$ cat src/rtl/sync_shift_port.sv
module sync_shift_port #(
  parameter int W        = 8,
  parameter int DIV_FAST = 4,
  parameter int DIV_MID  = 64,
  parameter int DIV_SLOW = 1024
) (
  input  logic         clk,
  input  logic         rst_n,
  input  logic [1:0]   clk_sel,
  input  logic         wr_en,
  input  logic [W-1:0] wr_data,
  output logic [W-1:0] rd_data,
  input  logic         rx_en,
  output logic         tx_done,
  input  logic         tx_done_clr,
  output logic         rx_done,
  input  logic         rx_done_clr,
  output logic         sd_oe,
  output logic         sd_out,
  input  logic         sd_in,
  output logic         sclk
);
  localparam int CW = $clog2(DIV_SLOW);
  localparam int BW = $clog2(W);
  localparam logic [BW-1:0] LAST_BIT = BW'(W - 1);

  typedef enum logic [1:0] {S_IDLE = 2'd0, S_TX = 2'd1, S_RX = 2'd2} st_t;

  st_t           st;
  logic [CW-1:0] cnt, pm1;
  logic [BW-1:0] bitn;
  logic [W-1:0]  sh;

  function automatic logic [CW-1:0] pm1_of(input logic [1:0] s);
    case (s)
      2'd0:    return CW'(DIV_FAST - 1);
      2'd1:    return CW'(DIV_MID - 1);
      default: return CW'(DIV_SLOW - 1);
    endcase
  endfunction

  wire [CW-1:0] hm      = pm1 >> 1;
  wire          at_end  = (cnt == pm1);
  wire          at_rise = (cnt == hm);
  wire          tx_fin  = (st == S_TX) && at_end && (bitn == LAST_BIT);
  wire          rx_fin  = (st == S_RX) && at_rise && (bitn == LAST_BIT);
  wire [W-1:0]  rx_next = {sd_in, sh[W-1:1]};

  assign sd_oe  = (st == S_TX);
  assign sd_out = sd_oe & sh[0];
  assign sclk   = (st == S_IDLE) ? 1'b1 : (cnt > hm);

  always_ff @(posedge clk or negedge rst_n) begin
    if (!rst_n) begin
      tx_done <= 1'b0;
      rx_done <= 1'b0;
    end else begin
      if (tx_fin)           tx_done <= 1'b1;
      else if (tx_done_clr) tx_done <= 1'b0;
      if (rx_fin)           rx_done <= 1'b1;
      else if (rx_done_clr) rx_done <= 1'b0;
    end
  end

  always_ff @(posedge clk or negedge rst_n) begin
    if (!rst_n) begin
      st      <= S_IDLE;
      cnt     <= '0;
      pm1     <= '0;
      bitn    <= '0;
      sh      <= '0;
      rd_data <= '0;
    end else begin
      case (st)
        S_IDLE: begin
          cnt  <= '0;
          bitn <= '0;
          if (wr_en) begin
            sh  <= wr_data;
            pm1 <= pm1_of(clk_sel);
            st  <= S_TX;
          end else if (rx_en && !rx_done) begin
            pm1 <= pm1_of(clk_sel);
            st  <= S_RX;
          end
        end
        S_TX: begin
          cnt <= at_end ? '0 : cnt + 1'b1;
          if (at_end) begin
            sh   <= sh >> 1;
            bitn <= bitn + 1'b1;
            if (bitn == LAST_BIT) st <= S_IDLE;
          end
        end
        S_RX: begin
          cnt <= at_end ? '0 : cnt + 1'b1;
          if (at_rise) begin
            sh   <= rx_next;
            bitn <= bitn + 1'b1;
            if (bitn == LAST_BIT) begin
              rd_data <= rx_next;
              st      <= S_IDLE;
            end
          end
        end
        default: st <= S_IDLE;
      endcase
    end
  end
endmodule


$ cat config.mk
export PLATFORM = sky130hd
export DESIGN_NAME = sync_shift_port
export DESIGN_NICKNAME = d
export VERILOG_FILES = /design/src/rtl/sync_shift_port.sv
export SDC_FILE = /design/constraint.sdc
export NUM_CORES = 1
export LEC_CHECK = 0
export ABC_AREA = 1
export BUFFER_PORTS_ARGS = -buffer_cell sky130_fd_sc_hd__buf_2
export CORE_MARGIN = 2
export CORE_UTILIZATION = 50
export CTS_CLUSTER_DIAMETER = 200
export CTS_CLUSTER_SIZE = 14
export DETAILED_ROUTE_END_ITERATION = 7
export GPL_TIMING_DRIVEN = 0
export PLACE_DENSITY = 0.71
export SYNTH_ARGS = -nofsm -noshare
export SYNTH_HDL_FRONTEND = slang
export SYNTH_SLANG_ARGS = --single-unit
$ cat constraint.sdc
create_clock -name clk -period 4.21 [get_ports clk]
set_input_delay 0.6315 -clock clk [delete_from_list [all_inputs] [get_ports clk]]
set_output_delay 0.6315 -clock clk [all_outputs]
set_load 0.005 [all_outputs]
==> results.md, run 1 <==
* Mean Syn Cell Area at 7.71 µm²
* Worst R2R Start: cnt[5]$_DFFE_PN0P_
* H-tree Lvls at 2
* Leakage at around 1.3 nW
* CTS tree: built
* Hold WC Path Type: in -> async
* TritonCTS Buffers at 5
* Synth Instances at roughly 270
* Max clock buf depth at 2
* Number of global-route vias before repair at roughly 1600
* CTS clk-pin slew, worst paths at 0.08 ns
* Hold buffers post-CTS at 0
* Critical path capture point type: primary output
* Synthesis-to-finish area growth at 15.2%
* Mapped cell area at 2100 µm²
* Tcrit/Tclk final at 58.5%
* Post-synthesis sequential area ratio at ~43%
* Cell internal pwr at around 0.0008 W
* DP Wirelength at 3.39 mm
* Die X at approximately 70 µm
* CTS Root Cell: clkbuf_8
* I/O Pins at 30
* Startpoint types: register
* DRT Wirelength at roughly 4.5 mm
* Hold slack final at 0.420 ns
* CP top delay family: simple AND/OR/NAND/NOR gates
* Post-DR wirelength/cell at around 13 µm
* CP Cell Sequence: inv_1, ha_1, inv_1, nor3_2, nand2_1, o211ai_1, nand2_1, nand2_1, buf_2
* Buf/Inv on CP at 3
* Crit path depth at 9
* Most frequent cell after synthesis: nand2_1
* Layout cells sized above 1 at between 10% and 20%
* # nets final at about 340
* Drt initial violations at roughly 120
* Setup slack, reg-to-reg at 2.25 ns
* Initial antenna violation count at 0
* Clk Latency, worst-skew pair at 0.29 ns
* Clock Skews at 0.00482 ns
* RD Place Congestion at between 0.8 and 0.9
* Sequential share of power at between 30% and 40%
* Via Count at approximately 1800
* Worst-path fanout max at 6
* Final min period at ~2.5 ns
* Yosys cell types at 27
* Antenna Cells at 0
* Die Y at between 60 and 70 µm
* #FFs+latches synth at 36
* R2r worst-path depth at 8
* CTS Sinks at 36
* CP Capture Point: sclk
* Core Area at 4030 µm²
* First-pass GRT wire length at between 7 and 8 mm
* Transition time at the pin with the least slew margin at about 0.8 ns
* Post-synth top cells: nand2_1, dfrtp_1, inv_1
* WS Path Type: reg -> out
* DIE AREA at between 4000 and 5000 µm²
* GRT overflow at 0
* Critical Path Most Common Cell: nand2_1
* Drt drc at 0
* Psw at about 0.00063 W
* RSZ-0062 raised after global routing: false
* DRT Pass-1 Iters at 4
* Slowest-stage cell, CP: dfrtp_1
* Maxcap violations at 0
* Ys Warns at 0
* Final Setup Violations at 0
* Post-CTS setup repair buffer count at 0
* CP arrival at 1.83 ns
* Switching portion of total power at 43.4%
* Rows at 23
* Pins Over Slew Limit at 0
* PortBufs at 29
* Initial Util at between 50% and 60%
* Final Hold Violating Endpoints at 0
* Combinational power share at 45.6%
* Max transition margin at a little under half
* Resized Gates After CTS at 0
* Status: finished, final reports clean
* Syn nets at just over 300
* Most common flop cell mapped by yosys: dfrtp_1
* Global Route Usage Sum at 21.7%
* Yosys top cell area share at roughly 43%
* Post-DR vias/cell at approximately 5
* Crit-path max cell delay at approximately 0.34 ns
* PwrDens at around 600 nW/µm²
* Synth area leaders: dfrtp_1, nand2_1, ha_1
* Largest net degree at the start of global routing at 37
* CP startpoint: pm1[8]$_DFFE_PN0P_
* Async S/R FF share, synth at 100%
* Clk pwr share at 21.3%
* Peak Freq at about 400 MHz
* Worst Path Required at approximately 3.6 ns
* Post-DRT Antenna Nets at 0
* Synth area leader: dfrtp_1
* Worst VDD drop at 397 µV
* Worst R2R End: sh[0]$_DFFE_PN0P_
* Post-synth EDFFs at 0
* Setup TNS Final at 0 ns
-- sequential cells by signal, summed over array words and instances, names as in the netlist --
register,cells
rd_data,8
pm1,3
sh,8
cnt,10
tx_done,1
st,2
bitn,3
rx_done,1
-- cells by family after synthesis --
family                     count (synthesis)  synth area share [%]
adders and majority gates                 16                  9.55
and+or+nand+nor                          143                  29.6
AOI/OAI and AO/OA                         35                  8.96
DFF                                       36                  43.0
xor gates and xnor gates                   4                  1.67
buffers and inverters                     38                  7.22
-- placed cells by master, fill, tap and decap left out, drive strengths merged, types with 8 or more instances in the layout --
master	instances
a21oi	14
buf	31
clkbuf	8
dfrtp	36
ha	16
inv	32
nand2	83
nand3	17
nand4	10
nor2	25
o21ai	17
-- worst reg2reg max path: cells and delay by family (launching register included) --
kind / cells / cell delay [ns]
simple gates: 7 / 1.04
flops: 1 / 0.48
fa+ha+maj: 1 / 0.34
-- area by class of cell --
cell class                 instances  area (µm²)
tap                               50        62.6
inverter                          33         124
clock inverter                     3        42.5
sequential                        36         901
clock buffer                       5        68.8
fill                             404        1610
multi-input combinational        198        1040
buffer                             5        27.5
timing repair buffer              29         145
-- through the flow --
| step | total power [W] | instance area [µm²] | utilization (%) | std cells | worst slack (ns) |
|---|---|---|---|---|---|
| floorplan | 0.000970 | 2100 | - | 272 | 2.30 |
| global placement | 0.00113 | 2300 | 57.2 | 351 | 2.10 |
| detailed placement | 0.00114 | 2300 | 57.2 | 351 | 2.08 |
| CTS | 0.00146 | 2410 | 59.9 | 359 | 1.74 |
| global route | 0.00158 | 2410 | 59.9 | 359 | 1.60 |
| finish | 0.00145 | 2410 | 59.9 | 359 | 1.75 |
-- how the worst min path moves through the flow --
stage	start	endpoint	slack, ns	depth (start not counted)
2_1_floorplan	rst_n	bitn[0]$_DFFE_PN0P_	0.34	0
3_3_place_gp	sh[0]$_DFFE_PN0P_	sh[0]$_DFFE_PN0P_	0.47	2
3_5_place_dp	sh[0]$_DFFE_PN0P_	sh[0]$_DFFE_PN0P_	0.47	2
4_1_cts	rst_n	st[0]$_DFFE_PN0P_	0.44	1
5_1_grt	rst_n	sh[0]$_DFFE_PN0P_	0.48	1
6_report	rst_n	st[0]$_DFFE_PN0P_	0.42	1
-- metal layers --
metal | up-vias | GRT usage [%] | share of wire, %
met5 | - | 0 | 0
met4 | 0 | 5.15 | 0.97
met3 | 5 | 5.68 | 5.5
met2 | 46 | 32.5 | 44
met1 | 827 | 31.4 | 50
li1 | 954 | - | -
-- power groups by stage --
stage               combinational, W  clock (W)  sequential [W]
CTS                         0.000662   0.000316        0.000479
finish                      0.000661   0.000308        0.000479
global placement            0.000644          0        0.000484
global route                0.000761   0.000327        0.000489
floorplan                   0.000503          0        0.000467
detailed placement          0.000658          0        0.000484
Note: power is estimated with default switching activity, not from simulation.
==> inputs of run 2 (changes only) <==
- ABC_AREA: 1 -> 0
- clock period: 4.21 -> 2.5 ns (I/O delays scaled with it)
==> results.md, run 2 <==
* Status: finished, final reports clean
* Max clock buf depth at 2
* Async S/R FF share, synth at between 90% and 100%
* Placed inst area at around 2300 µm²
* DRT Wirelength at about 4 mm
* WS Path Type: reg -> out
* Core Area at ~4000 µm²
* Syn nets at approximately 230
* Synth area leaders: dfrtp_1, ha_1, mux2_2
* R2r worst-path depth at 8
* Commonest non-fill, non-tap cell in the layout: dfrtp_1
* Mean Syn Cell Area at 10.5 µm²
* Number of global-route vias before repair at approximately 1400
* #FFs+latches synth at 36
* GRT overflow at 0
* DIE AREA at around 4700 µm²
* DRT met1 WL at between 2 and 2.5 mm
* Die Y at just under 70 µm
* Clock Skews at about 0.0039 ns
* Layout cells sized above 1 at between 20 and 30%
* Max reg flops at 10
* Post-synth EDFFs at 0
* TritonCTS Buffers at 5
* Post-layout util at between 50% and 60%
* Worst Path Required at approximately 2.1 ns
* Initial Util at about half
* RD Place Congestion at about 0.8
* Tcrit/Tclk final at slightly below 100%
* Setup slack, reg-to-reg at 0.22 ns
* Post-DR vias/cell at between 5 and 6
* Global Route Usage Sum at between 10% and 20%
* Post-DRT Antenna Nets at 0
* DP Wirelength at 2.90 mm
* # nets final at approximately 270
* Transition time at the pin with the least slew margin at 0.816 ns
* CTS Sinks at 36
* DRT Pass-1 Iters at 4
* Register area at 901 µm²
* CTS clk-pin slew, worst paths at 0.08 ns
* Via Count at 1487
* Worst-path fanout max at 4
* Post-DR wirelength/cell at roughly 14 µm
* Worst R2R End: sh[4]$_DFFE_PN0P_
* Die X at roughly 70 µm
* Drt drc at 0
* Largest regs: cnt x10, rd_data x8, sh x8
* Antenna Cells at 0
* Worst VDD drop at roughly 310 µV
* Max layer used: met4
* Met2 wire length at 1.70 mm
* Multi-input logic area at 1100 µm²
* Yosys top cell area share at a little over two fifths
* First-pass GRT wire length at roughly 6.4 mm
* Maxcap violations at 0
* Most common flop cell mapped by yosys: dfrtp_1
* Drt initial violations at 66
* I/O Pins at 30
* Rows at 23
* Hold slack final at about 0.16 ns
* Clk Latency, worst-skew pair at 0.30 ns
* Peak Freq at 412 MHz
* Setup TNS Final at 0 ns
* Initial antenna violation count at 0
* Max transition margin at around 46%
* Leakage at between 1 and 1.5 nW
* Yosys cell types at 39
* Final Cell Area at roughly 2400 µm²
* Final Hold Violating Endpoints at 0
* Largest net degree at the start of global routing at 37
* Post-synth top cells: dfrtp_1, nand2_1, inv_1
* Final Setup Violations at 0
* PwrDens at about 430 nW/µm²
* Worst R2R Start: pm1[8]$_DFFE_PN0P_
* Post-CTS setup repair buffer count at 0
* Ys Warns at 0
* H-tree Lvls at 2
* Critical path capture point type: primary output
* CTS tree: built
* Most frequent cell after synthesis: dfrtp_1
* CTS Root Cell: clkbuf_8
* Final min period at approximately 2.4 ns
* Pins Over Slew Limit at 0
* PortBufs at 29
* Synthesis-to-finish area growth at 14.9%
* CP startpoint: pm1[8]$_DFFE_PN0P_
* Synth area leader: dfrtp_1
* Synth Instances at ~200
* Startpoint types: register
* Hold WC Path Type: in -> async
* CP arrival at ~2.1 ns
* Met3 wire length at ~160 µm
* CP Capture Point: sclk
* Fill count at 354
* Pwr Total at a little over 0.001 W
* Most frequent cells in the layout: dfrtp_1, buf_2, nand2_1, inv_1, ha_1
* Post-synthesis sequential area ratio at around 43%
* Most flop-heavy register: cnt
* Mapped cell area at slightly above 2000 µm²
-- run 2: cell count changes after synthesis, moves of 7 or more --
cell	change
inv_1	-13
o21ai_1	-9
nor2_1	-13
nand2_1	-63
mux2_4	+8
nand3_1	-8
a21oi_1	-9
mux2_2	+11
nand4_1	-7
-- run 2: critical path, cell delays in order (launching register included) --
cell and delay, ns:
dfrtp_1 0.40, inv_1 0.12, ha_1 0.35, a21o_1 0.19, a211oi_2 0.27, nand4b_1 0.13, a21o_1 0.18, buf_2 0.12
-- run 2: kinds of logic (layout without fill, tap and decap cells) --
logic type	after synthesis	in the layout	synth area share (%)
buf+inv	22	59	4.39
fa+ha+maj	16	16	9.63
flops	36	36	43.3
compound gates	31	31	10.0
simple gates	65	65	17.0
mux	21	21	12.7
xor+xnor	7	7	2.95
-- run 2: stage by stage --
step                      setup slack [ns]  std cells
after floorplan                      0.469        198
after global placement               0.172        277
after detailed placement             0.176        277
after CTS                           0.0135        285
after global routing               -0.0152        285
final                               0.0719        285
-- run 2: where the power goes --
part	leakage (nW)	switching, W	internal (W)
logic	0.752	0.0000179	0.0000104
registers	0.478	0.0000000000000000000303	0.000582
clock network	0.0404	0.000231	0.000197
-- run 2: repair_timing --
action	4_1_cts	5_1_grt
endpoints found under the setup margin	0	2
resized for setup	0	2
hold buffers	0	0
-- run 2: layout make-up --
class / count / share of cell area [%]
clock inverters: 3 / 0.995
inverters: 17 / 2.67
repair buffers: 29 / 6.07
multi-input cells: 140 / 45.9
plain buffers: 5 / 1.15
clock buffers: 5 / 2.88
flip-flops and latches: 36 / 37.7
well taps: 50 / 2.62
-- run 2: layer usage --
layer / up-vias / GRT usage [%]
li1: 763 / -
met4: 0 / 7.75
met5: - / 0
met3: 8 / 5.03
met1: 693 / 27.7
met2: 23 / 25.2
-- run 2: worst min path at each step --
| stage | startpoint | end | slack [ns] | cells after the start |
|---|---|---|---|---|
| after floorplan | rst_n | bitn[0]$_DFFE_PN0P_ | 0.08 | 0 |
| after global placement | rd_data[2]$_DFFE_PN0P_ | rd_data[2]$_DFFE_PN0P_ | 0.48 | 1 |
| after detailed placement | rd_data[2]$_DFFE_PN0P_ | rd_data[2]$_DFFE_PN0P_ | 0.49 | 1 |
| after CTS | rst_n | rd_data[5]$_DFFE_PN0P_ | 0.19 | 1 |
| after global routing | rst_n | rx_done$_DFFE_PN0P_ | 0.22 | 1 |
| final | rst_n | cnt[2]$_DFFE_PN0P_ | 0.16 | 1 |
==> inputs of run 3 (changes only) <==
- CORE_UTILIZATION: 50 -> 57
- PLACE_DENSITY: 0.71 -> 0.8
==> results.md, run 3 (synthesis results as in run 2) <==
* Status: finished, final reports clean
* Pins Over Slew Limit at 0
* Most frequent cells in the layout: dfrtp_1, buf_2, nand2_1, inv_1, ha_1
* Post-layout util at between 60% and 70%
* Hold WC Path Type: in -> async
* Clock Skews at between 0.01 and 0.015 ns
* Setup TNS Final at 0 ns
* Via Count at about 1500
* CP Cell Sequence: ha_1, a21o_1, a211oi_2, nand4b_1, a21o_1, buf_2
* Placed inst area at ~2300 µm²
* Initial Util at 60.9%
* Startpoint types: register
* Worst R2R End: sh[7]$_DFFE_PN0P_
* Rows at 21
* Crit-path max cell delay at ~0.45 ns
* RD Place Congestion at ~0.82
* PwrDens at around 430 nW/µm²
* Maxcap violations at 0
* Drt drc at 0
* Post-DR vias/cell at about 5.4
* Most flop-heavy register: cnt
* Post-DRT Antenna Nets at 0
* Fill count at between 200 and 300
* Peak Freq at between 400 and 500 MHz
* Final min period at about 2.4 ns
* Max reg flops at 10
* Die Y at about 64 µm
* Largest regs: cnt x10, rd_data x8, sh x8
* Hold slack final at 0.106 ns
* Global Route Usage Sum at 22.4%
* Drt initial violations at 64
* H-tree Lvls at 2
* Worst-path fanout max at 4
* Final Setup Violations at 0
* I/O Pins at 30
* Tcrit/Tclk final at roughly 96%
* CP top delay family: compound AO/OA/AOI/OAI gates
* CTS tree: built
* Max clock buf depth at 2
* DIE AREA at 4150 µm²
* CP arrival at a little over 2 ns
* Synthesis-to-finish area growth at 14.8%
* Transition time at the pin with the least slew margin at between 0.8 and 0.9 ns
* GRT overflow at 0
* Worst Path Required at around 2.1 ns
* R2r worst-path depth at 8
* Die X at roughly 64 µm
* Register area at between 900 and 1000 µm²
* DRT Wirelength at 4.06 mm
* CTS Root Cell: clkbuf_4
* Commonest non-fill, non-tap cell in the layout: dfrtp_1
* Post-route setup slack at 0.101 ns
* CTS clk-pin slew, worst paths at about 0.12 ns
* Worst VDD drop at between 300 and 400 µV
* Post-DR wirelength/cell at 14.4 µm
* Final Hold Violating Endpoints at 0
* DP Wirelength at ~3 mm
* Layout cells sized above 1 at 28.7%
* Setup slack, reg-to-reg at about 0.22 ns
* Buf/Inv on CP at 1
* Critical Path Most Common Cell: a21o_1
* Clk Latency, worst-skew pair at 0.34 ns
* # nets final at about 270
* CTS Sinks at 36
* First-pass GRT wire length at 7.05 mm
* Slowest-stage cell, CP: dfrtp_1
* PortBufs at 29
* Largest net degree at the start of global routing at 37
* Worst R2R Start: pm1[8]$_DFFE_PN0P_
* Number of global-route vias before repair at approximately 1500
* TritonCTS Buffers at 5
* Core Area at ~3400 µm²
* Antenna Cells at 0
* Initial antenna violation count at 0
* DRT Pass-1 Iters at 4
* Setup WS pre-CTS at 0.202 ns
* Leakage at 1.28 nW
* WS Path Type: reg -> out
* Multi-input logic area at about 1100 µm²
* Final Cell Area at approximately 2400 µm²
* Max transition margin at about 46%
* Critical path capture point type: primary output
==> run 3: worst register-to-register path, cell delays in order (launching register included) <==
cell     delay [ns]
dfrtp_1        0.40
inv_2          0.07
ha_1           0.36
nand4_1        0.12
nor3_1         0.32
a21bo_1        0.22
and3_1         0.19
buf_6          0.17
mux2_4         0.32
==> run 3: area by class of cell <==
| cell class | instances | area share (%) |
|---|---|---|
| Sequential cell | 36 | 37.7 |
| Clock inverter | 3 | 1.78 |
| Buffer | 5 | 1.15 |
| Inverter | 17 | 2.67 |
| Timing Repair Buffer | 31 | 6.71 |
| Tap cell | 46 | 2.41 |
| Clock buffer | 5 | 1.57 |
| Multi-Input combinational cell | 140 | 46.0 |
==> run 3: report_power, final <==
part / switching, W / internal (W)
clock network: 0.000205 / 0.000209
registers: 0.0000000000000000000515 / 0.000582
logic: 0.0000176 / 0.0000104
==> run 3: metrics by stage <==
stage	power (W)	std cells
after floorplan	0.000597	198
after global placement	0.000622	273
after detailed placement	0.000622	273
after CTS	0.00103	281
after global routing	0.00107	283
final	0.00102	283
==> run 3: layer usage <==
layer / vias to the layer above / global-route usage (%) / share of wire (%)
li1: 764 / - / -
met1: 740 / 30.6 / 47
met2: 22 / 36.1 / 49
met3: 6 / 5.81 / 2.9
met4: 0 / 4.79 / 1.2
met5: - / 0 / 0
==> run 3: worst max path at each step <==
stage	startpoint	endpoint	slack, ns	cells past startpoint
after floorplan	pm1[8]$_DFFE_PN0P_	sh[0]$_DFFE_PN0P_	0.47	8
after global placement	pm1[8]$_DFFE_PN0P_	sh[6]$_DFFE_PN0P_	0.26	8
after detailed placement	pm1[8]$_DFFE_PN0P_	sh[7]$_DFFE_PN0P_	0.20	8
after CTS	pm1[8]$_DFFE_PN0P_	sclk	0.04	7
after global routing	cnt[7]$_DFFE_PN0P_	sclk	-0.006	6
final	cnt[7]$_DFFE_PN0P_	sclk	0.10	6
==> run 3: what timing repair did <==
action,4_1_cts,5_1_grt
buffers inserted,0,2
hold buffers,0,0
resized for setup,1,2
endpoints found under the setup margin,1,17
